File: config.mk
export PLATFORM = sky130hd
export DESIGN_NAME = evt_edge_chan
export DESIGN_NICKNAME = d
export VERILOG_FILES = /design/src/rtl/evt_chan_pkg.sv /design/src/rtl/evt_sync.sv /design/src/rtl/evt_combine.sv /design/src/rtl/evt_edge_flag.sv /design/src/rtl/evt_edge_chan.sv
export SDC_FILE = /design/constraint.sdc
export NUM_CORES = 1
export LEC_CHECK = 0
export BUFFER_PORTS_ARGS = -buffer_cell sky130_fd_sc_hd__clkbuf_2
export CAP_MARGIN = 30
export CORE_AREA = 2 2 44 77
export DETAILED_ROUTE_END_ITERATION = 16
export DIE_AREA = 0 0 46 79
export PLACE_DENSITY = 0.69
export SLEW_MARGIN = 25
export SYNTH_ARGS = -nofsm -noshare
export SYNTH_HDL_FRONTEND = slang
export SYNTH_SLANG_ARGS = --single-unit
File: constraint.sdc
create_clock -name clk -period 1.5 [get_ports clk]
set_input_delay 0.225 -clock clk [delete_from_list [all_inputs] [get_ports clk]]
set_output_delay 0.225 -clock clk [all_outputs]
set_load 0.005 [all_outputs]
File: src/rtl/evt_chan_pkg.sv
package evt_chan_pkg;

    localparam int CAND_N     = 4;
    localparam int SEL_W      = $clog2(CAND_N);
    localparam int OUT_N      = 4;
    localparam int OSEL_W     = $clog2(OUT_N);
    localparam int SYNC_DEPTH = 2;

    typedef enum logic [1:0] {
        CMB_A   = 2'd0,
        CMB_B   = 2'd1,
        CMB_OR  = 2'd2,
        CMB_AND = 2'd3
    } comb_mode_e;

    typedef enum logic {
        FLAG_STICKY = 1'b0,
        FLAG_LEVEL  = 1'b1
    } flag_mode_e;

    // Packed from MSB to LSB: the bit positions form the configuration word.
    typedef struct packed {
        logic [OSEL_W-1:0] out_sel;   // [13:12]
        logic              pulse_en;  // [11]
        flag_mode_e        fmode;     // [10]
        logic              fall_en;   // [9]
        logic              rise_en;   // [8]
        comb_mode_e        cmode;     // [7:6]
        logic              inv_b;     // [5]
        logic              inv_a;     // [4]
        logic [SEL_W-1:0]  b_sel;     // [3:2]
        logic [SEL_W-1:0]  a_sel;     // [1:0]
    } chan_cfg_t;

    localparam int CFG_W = $bits(chan_cfg_t);

    function automatic logic merge_ab(input logic a, input logic b, input comb_mode_e m);
        case (m)
            CMB_A:   return a;
            CMB_B:   return b;
            CMB_OR:  return a | b;
            default: return a & b;
        endcase
    endfunction

    function automatic logic [OUT_N-1:0] route_onehot(input logic [OSEL_W-1:0] sel);
        logic [OUT_N-1:0] v;
        v      = '0;
        v[sel] = 1'b1;
        return v;
    endfunction

endpackage

File: src/rtl/evt_sync.sv
module evt_sync #(
    parameter int WIDTH  = 8,
    parameter int STAGES = 2
) (
    input  logic             clk,
    input  logic             rst,
    input  logic [WIDTH-1:0] din,
    output logic [WIDTH-1:0] dout
);
    logic [WIDTH-1:0] stg [STAGES];

    always_ff @(posedge clk) begin
        if (rst) stg[0] <= '0;
        else     stg[0] <= din;
    end

    for (genvar i = 1; i < STAGES; i++) begin : g_stage
        always_ff @(posedge clk) begin
            if (rst) stg[i] <= '0;
            else     stg[i] <= stg[i-1];
        end
    end

    assign dout = stg[STAGES-1];
endmodule

File: src/rtl/evt_combine.sv
module evt_combine
    import evt_chan_pkg::*;
(
    input  logic [CAND_N-1:0] a_lines,
    input  logic [CAND_N-1:0] b_lines,
    input  chan_cfg_t         cfg,
    output logic              a_eff,
    output logic              b_eff,
    output logic              comb
);
    always_comb begin
        a_eff = a_lines[cfg.a_sel] ^ cfg.inv_a;
        b_eff = b_lines[cfg.b_sel] ^ cfg.inv_b;
        comb  = merge_ab(a_eff, b_eff, cfg.cmode);
    end
endmodule

File: src/rtl/evt_edge_flag.sv
module evt_edge_flag
    import evt_chan_pkg::*;
(
    input  logic             clk,
    input  logic             rst,
    input  logic             comb,
    input  chan_cfg_t        cfg,
    input  logic             sw_clr,
    output logic             flag_q,
    output logic [OUT_N-1:0] trig_q
);
    logic prev_q;
    logic rise, fall, set_ev, hw_clr;

    always_comb begin
        rise   = comb & ~prev_q;
        fall   = ~comb & prev_q;
        set_ev = (rise & cfg.rise_en) | (fall & cfg.fall_en);
        hw_clr = (cfg.fmode == FLAG_LEVEL) &&
                 ((rise && !cfg.rise_en) || (fall && !cfg.fall_en));
    end

    always_ff @(posedge clk) begin
        if (rst) begin
            prev_q <= 1'b0;
            flag_q <= 1'b0;
            trig_q <= '0;
        end else begin
            prev_q <= comb;
            if (set_ev)                flag_q <= 1'b1;
            else if (hw_clr || sw_clr) flag_q <= 1'b0;
            trig_q <= (set_ev && cfg.pulse_en) ? route_onehot(cfg.out_sel) : '0;
        end
    end


    trig_onehot_chk: assert property (@(posedge clk) disable iff (rst)
        $onehot0(trig_q));


    trig_gate_chk: assert property (@(posedge clk) disable iff (rst)
        (|trig_q) |-> $past(cfg.pulse_en));


    flag_sticky_chk: assert property (@(posedge clk) disable iff (rst)
        ($past(flag_q) && !$past(sw_clr) && ($past(cfg.fmode) == FLAG_STICKY)) |-> flag_q);


    flag_clr_chk: assert property (@(posedge clk) disable iff (rst)
        ($past(sw_clr) && !$past(set_ev)) |-> !flag_q);


    flag_rise_chk: assert property (@(posedge clk) disable iff (rst)
        $past(comb && !prev_q && cfg.rise_en) |-> flag_q);
endmodule

File: src/rtl/evt_edge_chan.sv
module evt_edge_chan
    import evt_chan_pkg::*;
#(
    parameter int SYNC_STAGES = SYNC_DEPTH
) (
    input  logic              clk,
    input  logic              rst,
    input  logic [CAND_N-1:0] cand_a,
    input  logic [CAND_N-1:0] cand_b,
    input  logic              cfg_we,
    input  logic [CFG_W-1:0]  cfg_wdata,
    input  logic              flag_clr,
    output logic              flag_o,
    output logic [OUT_N-1:0]  trig_o
);
    localparam int SYNC_W = 2 * CAND_N;

    chan_cfg_t         cfg_q;
    logic [SYNC_W-1:0] synced;
    logic              a_eff, b_eff, comb;

    always_ff @(posedge clk) begin
        if (rst)         cfg_q <= chan_cfg_t'('0);
        else if (cfg_we) cfg_q <= chan_cfg_t'(cfg_wdata);
    end

    evt_sync #(.WIDTH(SYNC_W), .STAGES(SYNC_STAGES)) u_sync (
        .clk  (clk),
        .rst  (rst),
        .din  ({cand_b, cand_a}),
        .dout (synced)
    );

    evt_combine u_comb (
        .a_lines (synced[CAND_N-1:0]),
        .b_lines (synced[SYNC_W-1:CAND_N]),
        .cfg     (cfg_q),
        .a_eff   (a_eff),
        .b_eff   (b_eff),
        .comb    (comb)
    );

    evt_edge_flag u_edge (
        .clk    (clk),
        .rst    (rst),
        .comb   (comb),
        .cfg    (cfg_q),
        .sw_clr (flag_clr),
        .flag_q (flag_o),
        .trig_q (trig_o)
    );


    comb_and_chk: assert property (@(posedge clk) disable iff (rst)
        ((cfg_q.cmode == CMB_AND) && comb) |-> (a_eff && b_eff));


    comb_or_chk: assert property (@(posedge clk) disable iff (rst)
        ((cfg_q.cmode == CMB_OR) && !comb) |-> (!a_eff && !b_eff));
endmodule

## Word level (Yosys, flattened, before mapping)

Memory sizes are Yosys's and may differ from the RTL's.
Cells that the tools add are included.

| storage, ports and cells | value |
|---|---|
| bits in registers | 20 |
| RAM bits | 16 |
| input bits | 26 |
| output and inout bits | 5 |
| word-level logic and storage cells | 60 |
| memories kept | 1 |

| operators by class | value |
|---|---|
| $lt $le $gt $ge | 4 |
| eq/ne operators | 2 |
| muxes and demuxes | 14 |
| bitwise logic cells | 14 |
| reductions and logical operators | 12 |

Memories:

| memory | words | width | rd ports | clocked after memory_dff | wr ports | RTL line | RTL |
|---|---|---|---|---|---|---|---|
| u_sync.stg | 2 | 8 | 2 | 0 | 2 | evt_sync.sv:10 | `logic [WIDTH-1:0] stg [STAGES];` |

Operators by type and width:

| cell | number |
|---|---|
| $mux 8 | 2 |
| $lt 2x3->1 const B | 3 |
| $mux 1 | 8 |
| $and 1x1->1 | 5 |
| $logic_and 1x1->1 | 5 |
| $bmux 1 s2 | 2 |
| $or 1x1->1 | 4 |
| $not 1->1 | 3 |
| $pmux 1 s3 | 1 |
| $demux 1 s2 | 1 |
| $eq 2x1->1 const B | 1 |
| $eq 2x2->1 const B | 1 |
| $ge 2x1->1 const B | 1 |
| $logic_not 1->1 | 2 |
| $logic_not 2->1 | 1 |
| $logic_or 1x1->1 | 2 |
| $reduce_bool 2->1 | 1 |
| $reduce_or 2->1 | 1 |
| $xor 1x1->1 | 2 |

## Longest topological paths before layout

Gate-level depths: netlist of run 1.

| depth | value |
|---|---|
| word-level depth | 13 |
| depth in mapped cells | 5 |
| depth with buffers taken out | 5 |

## Modules after synthesis

From an unflattened synthesis of run 1, not the netlist that was laid out.

| second synthesis, totals | value |
|---|---|
| cell total of the unflattened synthesis | 112 |
| area total of the unflattened synthesis | 1345.0 um^2 |

By module, submodules not included:

| module | instances | cells an instance | area each (um^2) | seq. area each (um^2) |
|---|---|---|---|---|
| evt_edge_chan | 1 | 45 | 508.0 | 280.3 |
| evt_sync | 1 | 33 | 464.2 | 320.3 |
| evt_edge_flag | 1 | 20 | 221.5 | 120.1 |
| evt_combine | 1 | 14 | 151.4 | 0.0 |

## Worst setup path before layout of run 1

Ideal clock, no wire load.

| timing | value |
|---|---|
| kind | reg2reg |
| from | register cfg_q[0] in the netlist's numbering |
| to | register u_edge.trig_q[0] |
| library setup time | 0.087 ns |
| arrival time | 1.566 ns |
| data required time | 1.413 ns |
| slack | -0.153 ns |
| cell stages (with the launch flop) | 6 |
| path buffers | 0 |
| clock period less this slack | 1.653 ns |
| path through | dfxtp_1 -> mux4_2 -> xnor2_2 -> o21ai_2 -> nand2_2 -> o31ai_1 |

| on the way | value |
|---|---|
| longest elaborated chain between the ends | 12 |
| elaborated cells between the ends (all ways) | 15 |
| those cells by class | 3 x mux; 10 x bitwise; 2 x reduce/logical |

RTL lines:

| item | RTL line | RTL |
|---|---|---|
| start: declaration | evt_edge_chan.sv:18 | `chan_cfg_t cfg_q;` |
| start signal: assignment | evt_edge_chan.sv:23 | `if (rst) cfg_q <= chan_cfg_t'('0);` |
| start signal: assignment | evt_edge_chan.sv:24 | `else if (cfg_we) cfg_q <= chan_cfg_t'(cfg_wdata);` |
| $bmux 1 s2 (*) | evt_combine.sv:12 | `a_eff = a_lines[cfg.a_sel] ^ cfg.inv_a;` |
| $mux 1 (implied by the code) (*) | evt_combine.sv:12 |  |
| $xor 1x1->1 (*) | evt_combine.sv:12 |  |
| $and 1x1->1 / $or 1x1->1 (equally long branches) | evt_chan_pkg.sv:42, evt_chan_pkg.sv:41 |  |
| $pmux 1 s3 (*) | evt_chan_pkg.sv:38 | `case (m)` |
| $not 1->1 | evt_edge_flag.sv:17 | `fall = ~comb & prev_q;` |
| $and 1x1->1 | evt_edge_flag.sv:17 |  |
| $and 1x1->1 | evt_edge_flag.sv:18 | `set_ev = (rise & cfg.rise_en) \| (fall & cfg.fall_en);` |
| $or 1x1->1 (*) | evt_edge_flag.sv:18 |  |
| $logic_and 1x1->1 (*) | evt_edge_flag.sv:32 | `trig_q <= (set_ev && cfg.pulse_en) ? route_onehot(cfg.out_sel) : '0;` |
| $not 1->1 (no source line) (*) | -- |  |
| $reduce_or 2->1 (no source line) (*) | -- |  |
| end signal: assignment | evt_edge_flag.sv:32 |  |
| end: declaration | evt_edge_flag.sv:10 | `output logic [OUT_N-1:0] trig_q` |

Every way passes the cells marked *; elsewhere a longest branch is shown, timed or not. The select of a mux whose other input is x is not followed.
A chain may end at the register's enable or synchronous reset.

## Final worst setup path of run 1

| timing | value |
|---|---|
| from | register cfg_q[2] in the netlist's numbering |
| to | register u_edge.trig_q[2] |

| on the way | value |
|---|---|
| longest elaborated chain between the ends | 12 |
| elaborated cells between the ends (all ways) | 15 |
| those cells by class | 3 x mux; 10 x bitwise; 2 x reduce/logical |

RTL lines:

| item | RTL line | RTL |
|---|---|---|
| $bmux 1 s2 (*) | evt_combine.sv:13 | `b_eff = b_lines[cfg.b_sel] ^ cfg.inv_b;` |
| $mux 1 (implied by the code) (*) | evt_combine.sv:13 |  |
| $xor 1x1->1 (*) | evt_combine.sv:13 |  |
| $and 1x1->1 / $or 1x1->1 (equally long branches) | evt_chan_pkg.sv:42, evt_chan_pkg.sv:41 |  |
| $pmux 1 s3 (*) | evt_chan_pkg.sv:38 |  |
| $not 1->1 | evt_edge_flag.sv:17 |  |
| $and 1x1->1 | evt_edge_flag.sv:17 |  |
| $and 1x1->1 | evt_edge_flag.sv:18 |  |
| $or 1x1->1 (*) | evt_edge_flag.sv:18 |  |
| $logic_and 1x1->1 (*) | evt_edge_flag.sv:32 |  |
| $not 1->1 (no source line) (*) | -- |  |
| $reduce_or 2->1 (no source line) (*) | -- |  |

Marked as above.

==> metrics.md, run 1 <==
| Metric | Value |
|---|---|
| Status | finished, violations left |
| Failing checks | setup timing |
| Worst-Skew Late Latency | ~0.28 ns |
| HP Start | cand_a[0] |
| Final WS setup | -0.263 ns |
| Hold Crit Class | primary input to flop |
| Ratio of cells with drive above 1 in the final layout | between 30% and 40% |
| R2R Setup Slk | -0.26 ns |
| Slew HR | between 60% and 70% |
| Final worst path period share | 118% |
| Worst reg-to-reg path cell count | 5 |
| Root Driver | clkbuf_8 |
| Met1 usage | ~14% |
| Max Freq | ~0.57 GHz |
| Cell depth of the worst hold path | 2 |
| Final GP Congestion | roughly 0.92 |
| Worst path cell trace | mux4_2, xnor2_2, o21ai_4, a211o_4, o31ai_4 |
| Hold endpoint | u_sync.stg[0][0] |
| Area of the core | just over 0.003 mm2 |
| Fin util | 54.7% |
| Critical path type | flop to flop |
| Setup crit start kind | flop |
| Synthesis Warnings | 0 |
| Worst r2r dst | u_edge.trig_q[2] |
| Grt peak-use layer | met2 |
| Grt met2 use | a little under a quarter |
| CP peak stage delay | about 0.54 ns |
| CTS tree | built |
| Syn Nets | between 100 and 150 |
| Met3 global-route usage | approximately 6.6% |
| Max_cap viols | 0 |
| Post-CTS setup buffers | 0 |
| Die Wd | between 40 and 50 um |
| Pleak | just over 0.7 nW |
| Worst-margin pin slew | 0.452 ns |
| DIE AREA | between 0.003 and 0.004 mm2 |
| Initial antenna violation count | 0 |
| Port buffer count | 30 |
| I/O pins | 31 |
| Pwr dens | roughly 1200 mW/mm2 |
| Mean Syn Cell Area | ~11 um2 |
| Vias | between 900 and 1k |
| Post-synthesis cell type count | 22 |
| Critical Path RT | approximately 1.7 ns |
| ANT nets after route | 0 |
| CTS Buffer Depth | 2 |
| DR vias/cell | roughly 5.0 |
| Worst vdd ir | a little under 900 uV |
| Total Nets Final | between 150 and 200 |
| Number of CTS-inserted buffers | 5 |
| RSZ-0062 raised after global routing | yes |
| Diodes inserted | 0 |
| Post-CTS Hold Fix Bufs | 0 |
| Clk pin slew, worst setup/hold paths | 0.07 ns |
| Worst slack at placement | -0.266 ns |
| CP arrival | 1.97 ns |
| Drt wl/cell | 11.7 um |
| WL final | around 2100 um |
| Min Tclk post-route | between 1.5 and 2 ns |
| Worst Setup End Kind | flop |
| Ys flop type | dfxtp_1 |
| H-tree Lvls | 2 |
| Gate count of the mapped netlist | roughly 120 |
| Gr ovfl total | 0 |
| DR iter-0 viols | 13 |
| Starting density of the core | between 40 and 50% |
| Row count | 27 |
| Vias in the first global route | roughly 870 |
| Cell area after synthesis | between 0.001 and 0.0015 mm2 |
| Ys async rst share | 0% |
| Drc violations | 0 |
| CP Max Fanout | 6 |
| CP max stage cell | mux4_2 |
| First-pass GRT wire length | approximately 3600 um |
| Commonest non-fill, non-tap cell in the layout | dfxtp_1 |
| Hold Vio Cnt, Final | 0 |
| Register area share after synthesis | roughly 55% |
| Slew Viols, Final | 0 |
| CP delay by family, top | compound AO/OA/AOI/OAI gates |
| Largest net degree at the start of global routing | 33 |
| Tot GR Track Use | between 10 and 15% |
| Worst R2R Start | cfg_q[2] |
| Post-synth EDFFs | 0 |
| Worst Skew | 0.00367 ns |
| Clock sinks | 36 |
| DP Wirelength | around 1500 um |
| DIE HEIGHT | slightly below 80 um |
| Register bit total from synthesis | 36 |
| Most frequent cells in the layout | dfxtp_1 (35), clkbuf_2 (30), nor2b_1 (17) |
| Pre-Repair DR Iteration Count | 3 |
| CP Buf/Inv Count | 0 |
| Final setup viols | 6 |
| Area grow syn2layout | 26.7% |
==> layer usage <==
layer | up-vias | share of wire, %
met5 | - | 0
met4 | 0 | 2.4
met3 | 7 | 6.6
met2 | 26 | 53
met1 | 411 | 38
li1 | 464 | -
==> stage by stage <==
step | instances | TNS (ns) | total power, mW | hold slack [ns] | cell area, um2
after floorplan | 118 | -0.622 | 1.17 | 0.297 | 1310
after global placement | 174 | -1.19 | 1.23 | 0.418 | 1490
after detailed placement | 174 | -1.45 | 1.24 | 0.422 | 1490
after CTS | 182 | -1.53 | 1.93 | 0.144 | 1590
after global routing | 182 | -1.81 | 2.04 | 0.155 | 1660
final | 182 | -1.40 | 1.94 | 0.150 | 1660
==> repair_timing <==
item,in CTS,in global routing
setup endpoints to repair,6,6
resized for setup,1,11
hold endpoints to repair,0,0
pin swaps,7,8
==> layout make-up <==
| class | count | area, um2 |
|---|---|---|
| sequential | 36 | 722 |
| timing repair buffer | 32 | 165 |
| fill | 262 | 1380 |
| tap | 29 | 36.3 |
| clock buffer | 8 | 90.1 |
| multi-input combinational | 77 | 648 |
==> cell usage after synthesis, types with 2 or more instances <==
master | instances | share of area, %
nor2b_1 | 17 | 8.1
clkbuf_1 | 4 | 1.1
nand2_1 | 4 | 1.1
nand3b_1 | 2 | 1.1
dfxtp_1 | 36 | 55
nand2b_1 | 2 | 0.95
mux2i_1 | 14 | 11
nor2_1 | 17 | 4.9
o21ai_2 | 2 | 1.3
a211o_2 | 4 | 3.1
o31ai_1 | 4 | 2.3
mux4_2 | 2 | 3.4
==> power breakdown <==
group / switching, mW / internal (mW)
Clock: 0.320 / 0.374
Combinational: 0.107 / 0.110
Sequential: 0.0256 / 1.00
Total: 0.452 / 1.49
==> how the worst max path moves through the flow <==
stage / from / endpoint / slack [ns] / cells after the start
2_1_floorplan: cfg_q[0] / u_edge.trig_q[0] / -0.13 / 5
3_3_place_gp: cfg_q[0] / u_edge.trig_q[1] / -0.22 / 5
3_5_place_dp: cfg_q[0] / u_edge.trig_q[2] / -0.27 / 5
4_1_cts: cfg_q[0] / u_edge.trig_q[3] / -0.26 / 5
5_1_grt: cfg_q[2] / u_edge.trig_q[1] / -0.33 / 5
6_report: cfg_q[2] / u_edge.trig_q[2] / -0.26 / 5
==> logic make-up after synthesis <==
| group | after synthesis | share of synthesized area [%] |
|---|---|---|
| buffers and inverters | 5 | 1.53 |
| multiplexers | 16 | 14.1 |
| XOR/XNOR | 2 | 1.91 |
| AND/OR/NAND/NOR | 47 | 19.1 |
| flip-flops | 36 | 55.0 |
| AO/OA/AOI/OAI | 12 | 8.40 |
==> registers in the layout, summed over array words and instances (netlist names) <==
name           count
u_sync.stg        16
cfg_q             14
u_edge.trig_q      4
u_edge.flag_q      1
u_edge.prev_q      1
Note: power is estimated with default switching activity, not from simulation.
==> run 2, diff against run 1 <==
--- a/config.mk
+++ b/config.mk
@@ -11,6 +11,7 @@
 export DETAILED_ROUTE_END_ITERATION = 16
 export DIE_AREA = 0 0 46 79
 export PLACE_DENSITY = 0.69
+export SETUP_SLACK_MARGIN = 0.5
 export SLEW_MARGIN = 25
 export SYNTH_ARGS = -nofsm -noshare
 export SYNTH_HDL_FRONTEND = slang
==> run 2 against run 1 <==
  * The run still ends with setup timing left
  * Non-clock buffer count is 3 higher
  * Power increased by 0.35%
  * Cell count rose by 1.6%
  * Clock power up 1%
  * Sequential cell count unchanged
  * Combinational power about the same
==> metrics.md, run 2 (synthesis gave the netlist of run 1 again) <==
| Metric | Value |
|---|---|
| Sw Share | 23.3% (about the same) |
| Commonest non-fill, non-tap cell in the layout | dfxtp_1 |
| Number of CTS-inserted buffers | 5 (unchanged) |
| RSZ-0062 raised after global routing | yes |
| Min Tclk post-route | 1.80 ns (+0.0395 ns) |
| H-tree Lvls | 2 (unchanged) |
| Non-Filler Cell Area, Final | 0.00163 mm2 (-2.0%) |
| I/O pins | 31 (unchanged) |
| Post-CTS Hold Fix Bufs | 0 (unchanged) |
| Seq pwr share | 52.8% (-0.3 points) |
| Area of the core | 0.00304 mm2 (unchanged) |
| Clock sinks | 36 (unchanged) |
| Worst reg-to-reg path cell count | 6 (+1) |
| Area grow syn2layout | 24.2% |
| Worst vdd ir | 922 uV (+4.6%) |
| Critical path type | flop to flop |
| Placed Area | 0.00149 mm2 (unchanged) |
| Worst-margin pin slew | 0.467 ns (+0.0153 ns) |
| Slew Viols, Final | 0 (unchanged) |
| Total Nets Final | 181 (+1.7%) |
| Cell depth of the worst hold path | 2 (unchanged) |
| Max Freq | 0.555 GHz (-2.2%) |
| Tot GR Track Use | 14.3% (+0.48 points) |
| Most frequent cells in the layout | dfxtp_1 (35), clkbuf_2 (30), nor2_1 (17), nor2b_1 (17), mux2i_1 (14) |
| Int Power | 1.49 mW (+0.35%) |
| Hold Crit Class | primary input to flop |
| Pleak | 0.710 nW (about the same) |
| Pwr dens | 1200 mW/mm2 (+2.4%) |
| Drc violations | 0 (unchanged) |
| CTS tree | built |
| Min Hold Slack | 0.142 ns (-0.00751 ns) |
| Setup crit start kind | flop |
| DR vias/cell | 5.02 (+0.55%) |
| Comb pwr share | 11.1% (about the same) |
| DIE HEIGHT | 79 um (unchanged) |
| Starting density of the core | 43.1% (unchanged) |
| Diodes inserted | 0 (unchanged) |
| Final WS setup | -0.303 ns (-0.0395 ns) |
| Final worst path period share | 120% (+2.6 points) |
| Slew HR | 68.9% (-1.0 points) |
| Status | finished, violations left |
| Pre-Repair DR Iteration Count | 4 (+1) |
| CP Max Fanout | 4 (-2) |
| Largest net degree at the start of global routing | 33 (unchanged) |
| Port buffer count | 30 (unchanged) |
| DIE AREA | 0.00363 mm2 (unchanged) |
| Vias in the first global route | 901 (+3.9%) |
| Vias | 928 (+2.2%) |
| Clk pin slew, worst setup/hold paths | 0.07 ns (about the same) |
| Power share of the clock group | 36.2% (+0.5 points) |
| WL final | 2260 um (+5.8%) |
| Worst Skew | 0.00709 ns (+0.00342 ns) |
| CTS Buffer Depth | 2 (unchanged) |
| Worst-Skew Late Latency | 0.29 ns (about the same) |
| Gr ovfl total | 0 (unchanged) |
| DR iter-0 viols | 20 (+7) |
| Final GP Congestion | 0.885 (-3.8%) |
| CP arrival | 2.00 ns (+0.03 ns) |
| Root Driver | clkbuf_8 |
| Initial antenna violation count | 0 (unchanged) |
| Row count | 27 (unchanged) |
| Critical Path RT | 1.70 ns (about the same) |
| Die Wd | 46 um (unchanged) |
| DP Wirelength | 1650 um (+7.6%) |
| Power, Total | 1.95 mW (+0.35%) |
| HP Start | cand_a[3] |
| Max reg flops | 16 (unchanged) |
| Failing checks | setup timing |
| Net Sw Power | 0.454 mW (+0.33%) |
| Worst Setup End Kind | flop |
| Hold Vio Cnt, Final | 0 (unchanged) |
| ANT nets after route | 0 (unchanged) |
| Drt wl/cell | 12.2 um (+4.1%) |
| Top reg by flops | u_sync.stg |
| Top flop regs | u_sync.stg x16, cfg_q x14, u_edge.trig_q x4 |
| First-pass GRT wire length | 3660 um (+2.3%) |
| Worst R2R Start | cfg_q[0] |
| Ratio of cells with drive above 1 in the final layout | 37.8% (-0.088 points) |
| Max_cap viols | 0 (unchanged) |
| Final setup viols | 6 (unchanged) |
| Crit path launch | cfg_q[0] |
run 2: cell count changes in the layout (fill, tap and decap cells not counted), sizes merged:
cell / previous run / this run
clkinvlp: 0 / 1
buf: 2 / 5
clkbuf: 38 / 37
run 2: routing by layer:
| metal | vias to the layer above | wire length, um | global-route usage, % |
|---|---|---|---|
| met1 | 428 | 844 | 13.5 |
| met5 | - | 0 | 0 |
| met2 | 27 | 1220 | 24.4 |
| li1 | 468 | - | - |
| met3 | 5 | 134 | 6.14 |
| met4 | 0 | 57 | 7.71 |
run 2: timing repair:
action | in CTS | in global routing
resized for setup | 1 | 3
endpoints found under the hold margin | 0 | 0
cloned | 0 | 0
pin swaps | 3 | 3
setup endpoints to repair | 6 | 6
setup buffers | 1 | 2
run 2: cell type report:
class / count / area (um2)
fillers: 277 / 1410
flip-flops and latches: 36 / 722
multi-input cells: 77 / 586
repair buffers: 35 / 191
clock buffers: 7 / 86.3
well taps: 29 / 36.3
clock inverters: 1 / 7.51
run 2: power by group through the flow:
| stage | sequential (mW) | clock [mW] | combinational [mW] |
|---|---|---|---|
| finish | 1.03 | 0.704 | 0.215 |
| detailed placement | 1.05 | 0 | 0.188 |
| global placement | 1.05 | 0 | 0.182 |
| global route | 1.04 | 0.767 | 0.237 |
| floorplan | 1.04 | 0 | 0.132 |
| CTS | 1.03 | 0.722 | 0.197 |
run 2: path summary, 6_finish.rpt:
check | to | slack [ns]
min | u_sync.stg[0][3] | 0.14
max | u_edge.trig_q[1] | -0.30
max reg2reg | u_edge.trig_q[1] | -0.30
min reg2reg | u_sync.stg[1][3] | 0.44
run 2: through the flow:
| step | setup TNS, ns | instances | setup WS, ns | utilization [%] |
|---|---|---|---|---|
| 5_1_grt | -2.25 | 185 | -0.410 | 53.6 |
| 2_1_floorplan | -0.622 | 118 | -0.133 | - |
| 3_5_place_dp | -1.48 | 174 | -0.282 | 49.1 |
| 4_1_cts | -1.49 | 183 | -0.289 | 52.6 |
| 6_report | -1.56 | 185 | -0.303 | 53.6 |
| 3_3_place_gp | -1.00 | 174 | -0.182 | 49.1 |
run 2: critical path, cell delays in order, from the launching register on:
cell and delay (ns):
dfxtp_2 0.34, mux4_2 0.52, xnor2_2 0.22, o21ai_2 0.11, buf_4 0.15, a211o_2 0.30
o31ai_2 0.07
